**src/rtl/sar_host_pkg.sv**
```systemverilog
package sar_host_pkg;
  localparam int CTRL_W = 8;
  localparam int PWR_W  = 2;

  typedef enum logic { ST_IDLE = 1'b0, ST_RUN = 1'b1 } host_state_e;

  // Control word: start, channel, spare zero, input mode, power setting.
  function automatic logic [CTRL_W-1:0] make_ctrl(input logic [2:0] chan,
                                                  input logic       single,
                                                  input logic [PWR_W-1:0] pwr);
    return {1'b1, chan, 1'b0, single, pwr};
  endfunction
endpackage

```
**src/rtl/sar_sclk_gen.sv**
```systemverilog
module sar_sclk_gen #(
  parameter int DIV_HALF = 2
) (
  input  logic clk,
  input  logic rst_n,
  input  logic run,
  output logic tick
);
  localparam int CW = (DIV_HALF > 1) ? $clog2(DIV_HALF) : 1;
  localparam logic [CW-1:0] LAST = CW'(DIV_HALF - 1);

  logic [CW-1:0] cnt;

  assign tick = run && (cnt == LAST);

  always_ff @(posedge clk or negedge rst_n) begin
    if (!rst_n)            cnt <= '0;
    else if (!run || tick) cnt <= '0;
    else                   cnt <= cnt + 1'b1;
  end
endmodule

```
**src/rtl/sar_ctrl_shift.sv**
```systemverilog
module sar_ctrl_shift #(
  parameter int W = 8
) (
  input  logic         clk,
  input  logic         rst_n,
  input  logic         load,
  input  logic [W-1:0] load_val,
  input  logic         shift,
  output logic         ser_out
);
  logic [W-1:0] sr;

  always_ff @(posedge clk or negedge rst_n) begin
    if (!rst_n)     sr <= '0;
    else if (load)  sr <= load_val;
    else if (shift) sr <= {sr[W-2:0], 1'b0};
  end

  assign ser_out = sr[W-1];
endmodule

```
**src/rtl/sar_res_capture.sv**
```systemverilog
module sar_res_capture #(
  parameter int W = 16
) (
  input  logic         clk,
  input  logic         rst_n,
  input  logic         sample,
  input  logic         bit_in,
  output logic [W-1:0] word
);
  always_ff @(posedge clk or negedge rst_n) begin
    if (!rst_n)      word <= '0;
    else if (sample) word <= {word[W-2:0], bit_in};
  end
endmodule

```
**src/rtl/sar_serial_host.sv**
```systemverilog
module sar_serial_host
  import sar_host_pkg::*;
#(
  parameter int DIV_HALF = 2,
  parameter int RES_W    = 16,
  parameter int CHAN_W   = 3
) (
  input  logic              clk,
  input  logic              rst_n,
  input  logic              cmd_valid,
  output logic              cmd_ready,
  input  logic [CHAN_W-1:0] cmd_chan,
  input  logic              cmd_single,
  input  logic [PWR_W-1:0]  cmd_pwr,
  input  logic              cmd_long,
  output logic              adc_cs_n,
  output logic              adc_sclk,
  output logic              adc_mosi,
  input  logic              adc_miso,
  output logic              res_valid,
  output logic [RES_W-1:0]  res_data,
  output logic [CHAN_W-1:0] res_chan
);
  // Frame positions, counted in serial clocks from 1.
  localparam int LONG_LEN = 4 * CTRL_W;
  localparam int POS_W    = $clog2(LONG_LEN + 1);
  localparam logic [POS_W-1:0] P_ONE  = POS_W'(1);
  localparam logic [POS_W-1:0] P_MSB  = POS_W'(CTRL_W + 2);
  localparam logic [POS_W-1:0] P_LSB  = POS_W'(CTRL_W + 1 + RES_W);
  localparam logic [POS_W-1:0] P_SLOT = POS_W'(CTRL_W + RES_W);
  localparam logic [POS_W-1:0] P_LONG = POS_W'(LONG_LEN);

  host_state_e       state;
  logic              cs_n_q, sclk_q, frame_long, lsb_due, res_valid_q;
  logic [POS_W-1:0]  pos, end_pos;
  logic [CHAN_W-1:0] cur_chan, prev_chan, res_chan_q;
  logic              tick, rise, fall, slot, accept, take_bit, last_bit;
  logic [2:0]        chan3;

  sar_sclk_gen #(.DIV_HALF(DIV_HALF)) u_sclk_gen (
    .clk(clk), .rst_n(rst_n), .run(state == ST_RUN), .tick(tick)
  );

  assign rise    = tick && !sclk_q;
  assign fall    = tick &&  sclk_q;
  assign slot    = fall && (pos == P_SLOT) && !frame_long;
  assign cmd_ready = (state == ST_IDLE) || slot;
  assign accept  = cmd_valid && cmd_ready;
  assign end_pos = frame_long ? P_LONG : P_LSB;

  assign last_bit = rise && ((pos == P_LSB) || (lsb_due && pos == P_ONE));
  assign take_bit = last_bit || (rise && pos >= P_MSB && pos < P_LSB);

  assign chan3 = 3'(cmd_chan);

  sar_ctrl_shift #(.W(CTRL_W)) u_ctrl_shift (
    .clk(clk), .rst_n(rst_n), .load(accept),
    .load_val(make_ctrl(chan3, cmd_single, cmd_pwr)),
    .shift(fall), .ser_out(adc_mosi)
  );

  sar_res_capture #(.W(RES_W)) u_res_capture (
    .clk(clk), .rst_n(rst_n), .sample(take_bit), .bit_in(adc_miso),
    .word(res_data)
  );

  always_ff @(posedge clk or negedge rst_n) begin
    if (!rst_n) begin
      state       <= ST_IDLE;
      cs_n_q      <= 1'b1;
      sclk_q      <= 1'b0;
      pos         <= '0;
      frame_long  <= 1'b0;
      lsb_due     <= 1'b0;
      cur_chan    <= '0;
      prev_chan   <= '0;
      res_chan_q  <= '0;
      res_valid_q <= 1'b0;
    end else begin
      res_valid_q <= last_bit;
      if (last_bit)
        res_chan_q <= (lsb_due && pos == P_ONE) ? prev_chan : cur_chan;
      if (accept) begin
        prev_chan  <= cur_chan;
        cur_chan   <= cmd_chan;
        frame_long <= cmd_long;
      end
      unique case (state)
        ST_IDLE: begin
          if (accept) begin
            state   <= ST_RUN;
            cs_n_q  <= 1'b0;
            pos     <= P_ONE;
            lsb_due <= 1'b0;
          end
        end
        ST_RUN: begin
          if (rise) begin
            sclk_q <= 1'b1;
            if (lsb_due && pos == P_ONE) lsb_due <= 1'b0;
          end
          if (fall) begin
            sclk_q <= 1'b0;
            if (accept) begin
              pos     <= P_ONE;
              lsb_due <= 1'b1;
            end else if (pos == end_pos) begin
              state  <= ST_IDLE;
              cs_n_q <= 1'b1;
              pos    <= '0;
            end else begin
              pos <= pos + 1'b1;
            end
          end
        end
        default: state <= ST_IDLE;
      endcase
    end
  end

  assign adc_cs_n  = cs_n_q;
  assign adc_sclk  = sclk_q;
  assign res_valid = res_valid_q;
  assign res_chan  = res_chan_q;
endmodule

```
**config.mk**
```make
export PLATFORM = sky130hd
export DESIGN_NAME = sar_serial_host
export DESIGN_NICKNAME = d
export VERILOG_FILES = /design/src/rtl/sar_host_pkg.sv /design/src/rtl/sar_sclk_gen.sv /design/src/rtl/sar_ctrl_shift.sv /design/src/rtl/sar_res_capture.sv /design/src/rtl/sar_serial_host.sv
export SDC_FILE = /design/constraint.sdc
export NUM_CORES = 1
export LEC_CHECK = 0
export CORE_AREA = 8 8 76 78
export DETAILED_ROUTE_END_ITERATION = 8
export DIE_AREA = 0 0 84 86
export DONT_BUFFER_PORTS = 1
export GPL_ROUTABILITY_DRIVEN = 0
export REMOVE_ABC_BUFFERS = 1
export SLEW_MARGIN = 20
export SYNTH_ARGS = -nofsm -noshare
export SYNTH_HDL_FRONTEND = slang
export SYNTH_SLANG_ARGS = --single-unit
```
**constraint.sdc**
```tcl
create_clock -name clk -period 6.4 [get_ports clk]
set_input_delay 0.32 -clock clk [delete_from_list [all_inputs] [get_ports clk]]
set_output_delay 0.32 -clock clk [all_outputs]
set_load 0.02 [all_outputs]
```
==> key figures <==
Worst setup path
  • Crit. Startpoint: pos[1]
  • CP Launch Type: register
  • Reg2reg setup slack: between 3 and 4 ns
  • Worst r2r src: pos[1]
  • Worst path depth: 6
  • Largest stage delay, worst path: ~0.86 ns
  • Crit Path Category: reg -> reg
  • Worst setup path endpoint: u_res_capture.word[14]
  • R2R depth: 6
  • Worst path buffer plus inverter count: 1
  • Worst Path Max Fanout: 16
  • Worst EP arrival: 2.88 ns
  • Worst EP required: 6.58 ns
  • Crit path capture type: register
  • R2R Path End: u_res_capture.word[14]
  • Critical path cell sequence: inv_1 -> ha_1 -> nor3b_1 -> o21ai_0 -> a211oi_4 -> mux2_2
  • Delay-heaviest family, CP: compound AO/OA/AOI/OAI gates
  • Slowest CP cell: a211oi_4

Synth
  • Syn avg cell area: 11.4 um2
  • Area contributors post-synth: dfrtp_1, mux2_4, nand2_1, mux2_2, ha_1
  • Yosys top cell by area: dfrtp_1
  • Mapped Area: 2130 um2
  • Seq/Total Area, Yosys: 54.2%
  • Distinct cells, synth: 45
  • Top post-synthesis cells by count: dfrtp_1, nand2_1, mux2_4, o21ai_0
  • Cell count after synthesis: between 150 and 200
  • Top-area cell type share of the netlist area: 52.9%
  • Yosys warns: 0
  • Most used DFF post-synth: dfrtp_1
  • #FFs+latches synth: 46
  • FFs w/ async S/R, synth: 100%
  • Post-synth EDFFs: 0
  • Most common cell in the netlist: dfrtp_1

GRT
  • Antenna violations before repair: 0
  • Largest net degree at the start of global routing: 47
  • Vias in the first global route: 1418
  • GRT Resource Usage Total: around an eighth
  • First-pass GRT wire length: 7160 um
  • Remaining Overflow, GRT: 0

Pwr
  • Static leakage: 1.13 nW
  • Net switching power: 0.102 mW
  • Reg power frac: between 50% and 60%
  • Int Power: a little under 0.4 mW
  • Pwr dens: 218 nW/um2
  • Sw frac: 20.7%
  • Max IR drop VDD: approximately 0.15 mV
  • Clock share of power: between 30% and 40%
  • Logic pwr share: 1.6%

Clocking
  • Post-CTS Setup Inserts: 0
  • # clock sinks: 46
  • CTS root buffer: clkbuf_8
  • CTS tree: built
  • Post-CTS sizing: 0
  • Cts bufs inserted: 5
  • H-tree level count: 2
  • CTS max path bufs: 2
  • Worst-path clk slew: 0.08 ns
  • Skew-Pair Late Insertion Delay: 0.30 ns

Placement
  • Final HPWL DP: 2960 um
  • Port Buffers: 0
  • Placed Cells: 230

Layout
  • Antenna cells: 0
  • Nets: ~200
  • Area delta synth->final: 6.71%
  • Share of cells above drive strength 1: 17.7%
  • Final Non-Filler Cells: 240

Routing
  • Drt total wl: 4160 um
  • Initial DRC count: 59
  • Final antenna-violating net count: 0
  • DR DRC count: 0
  • Vias: 1365
  • Avg Vias per Cell: 5.69
  • Wire length per cell: 17.3 um
  • Pre-Repair DR Iteration Count: 4

Worst hold path
  • HP Class: in -> reg

Timing
  • Hold Violations, Final: 0
  • Worst slew margin: 36.4%
  • Max Clock Freq: about 370 MHz
  • Clock skew: 0.00651 ns
  • Worst slew pin tran: ~0.95 ns
  • Setup Viol. Count Final: 0
  • Slew Limit Fails: 0
  • Period utilization: 42.1%
  • Fin crit period: 2.70 ns
  • Setup TNS: 0 ns
  • RSZ-0062 raised after global routing: no

Outcome
  • Status: finished, final reports clean

Flow run
  • Maxcap violations: 0

Floorplanning
  • Std-Cell Rows: 25
  • Die height: 86 um
  • Core Footprint: 4600 um2
  • Die W: 84 um
  • Io pins: 35
  • Initial core utilization: 46.3%
  • Die ar.: 7220 um2
layer usage:
metal	GRT usage (%)	up-vias	part of all wire (%)
met5	0	-	0
met4	3.77	0	0.91
met3	5.31	4	8.8
met2	18.0	45	45
met1	15.6	666	45
li1	-	650	-
worst min-delay path by stage:
stage                     from                endpoint  slack (ns)  depth (start not counted)
finish                cmd_long              frame_long        0.13                          2
global route        cmd_single      u_ctrl_shift.sr[2]        0.11                          2
CTS                   cmd_long              frame_long        0.12                          2
detailed placement       rst_n  u_res_capture.word[13]        0.03                          0
global placement         rst_n  u_res_capture.word[12]        0.03                          0
floorplan                rst_n                adc_sclk        0.02                          0
flip-flops by register name (all words and copies together), names as in the netlist:
name,cells
pos,6
res_chan,3
res_valid,1
u_sclk_gen.cnt,1
u_ctrl_shift.sr,8
u_res_capture.word,16
adc_sclk,1
lsb_due,1
frame_long,1
state,1
adc_cs_n,1
cur_chan,3
prev_chan,3
per-stage QoR:
stage          util [%]  area [um2]  hold WS, ns  power (mW)  worst slack (ns)
3_5_place_dp       46.3        2130       0.0257       0.296              3.70
3_3_place_gp       46.3        2130       0.0257       0.296              3.73
2_1_floorplan         -        2060       0.0244       0.296              3.94
6_report           49.4        2270        0.128       0.494              3.70
4_1_cts            49.4        2270        0.118       0.500              3.66
5_1_grt            49.4        2270        0.110       0.513              3.47
area by class of cell:
cell class / count / area [um2]
Clock buffer: 7 / 96.3
Clock inverter: 1 / 8.76
Fill cell: 415 / 2330
Inverter: 4 / 15.0
Multi-Input combinational cell: 126 / 892
Sequential cell: 46 / 1150
Tap cell: 54 / 67.6
Timing Repair Buffer: 2 / 37.5
kinds of logic after synthesis:
kind of cell / Yosys count / synth area share, %
AO/OA/AOI/OAI: 28 / 9.77
XOR/XNOR: 1 / 0.412
adder cells (fa/ha/maj): 5 / 2.94
buffers and inverters: 14 / 3.88
flip-flops: 46 / 54.2
multiplexers: 22 / 13.1
AND/OR/NAND/NOR: 70 / 15.8
timing repair:
item	CTS	global route
endpoints found under the hold margin	46	0
setup endpoints to repair	0	0
hold buffers	2	0
cells in the final DEF (no fill, tap or decap), types with 2 or more instances in the layout:
| cell type | count |
|---|---|
| a21oi_1 | 4 |
| a22oi_1 | 4 |
| a31oi_1 | 2 |
| a41oi_1 | 2 |
| and2_1 | 2 |
| clkbuf_8 | 7 |
| dfrtp_1 | 45 |
| ha_1 | 5 |
| inv_1 | 4 |
| mux2_2 | 6 |
| mux2_4 | 10 |
| mux2i_1 | 6 |
| nand2_1 | 39 |
| nand2b_1 | 2 |
| nand3_1 | 6 |
| nor2_1 | 2 |
| nor3_1 | 5 |
| nor3b_1 | 2 |
| o21ai_0 | 8 |
power by group through the flow:
stage	Combinational (mW)	Clock [mW]	Sequential, mW
after global placement	0.0000662	0	0.296
after global routing	0.00936	0.213	0.290
after CTS	0.00847	0.201	0.290
after floorplan	0.0000662	0	0.296
after detailed placement	0.0000662	0	0.296
final	0.00791	0.196	0.290
Power figures use the tool's default switching activity.
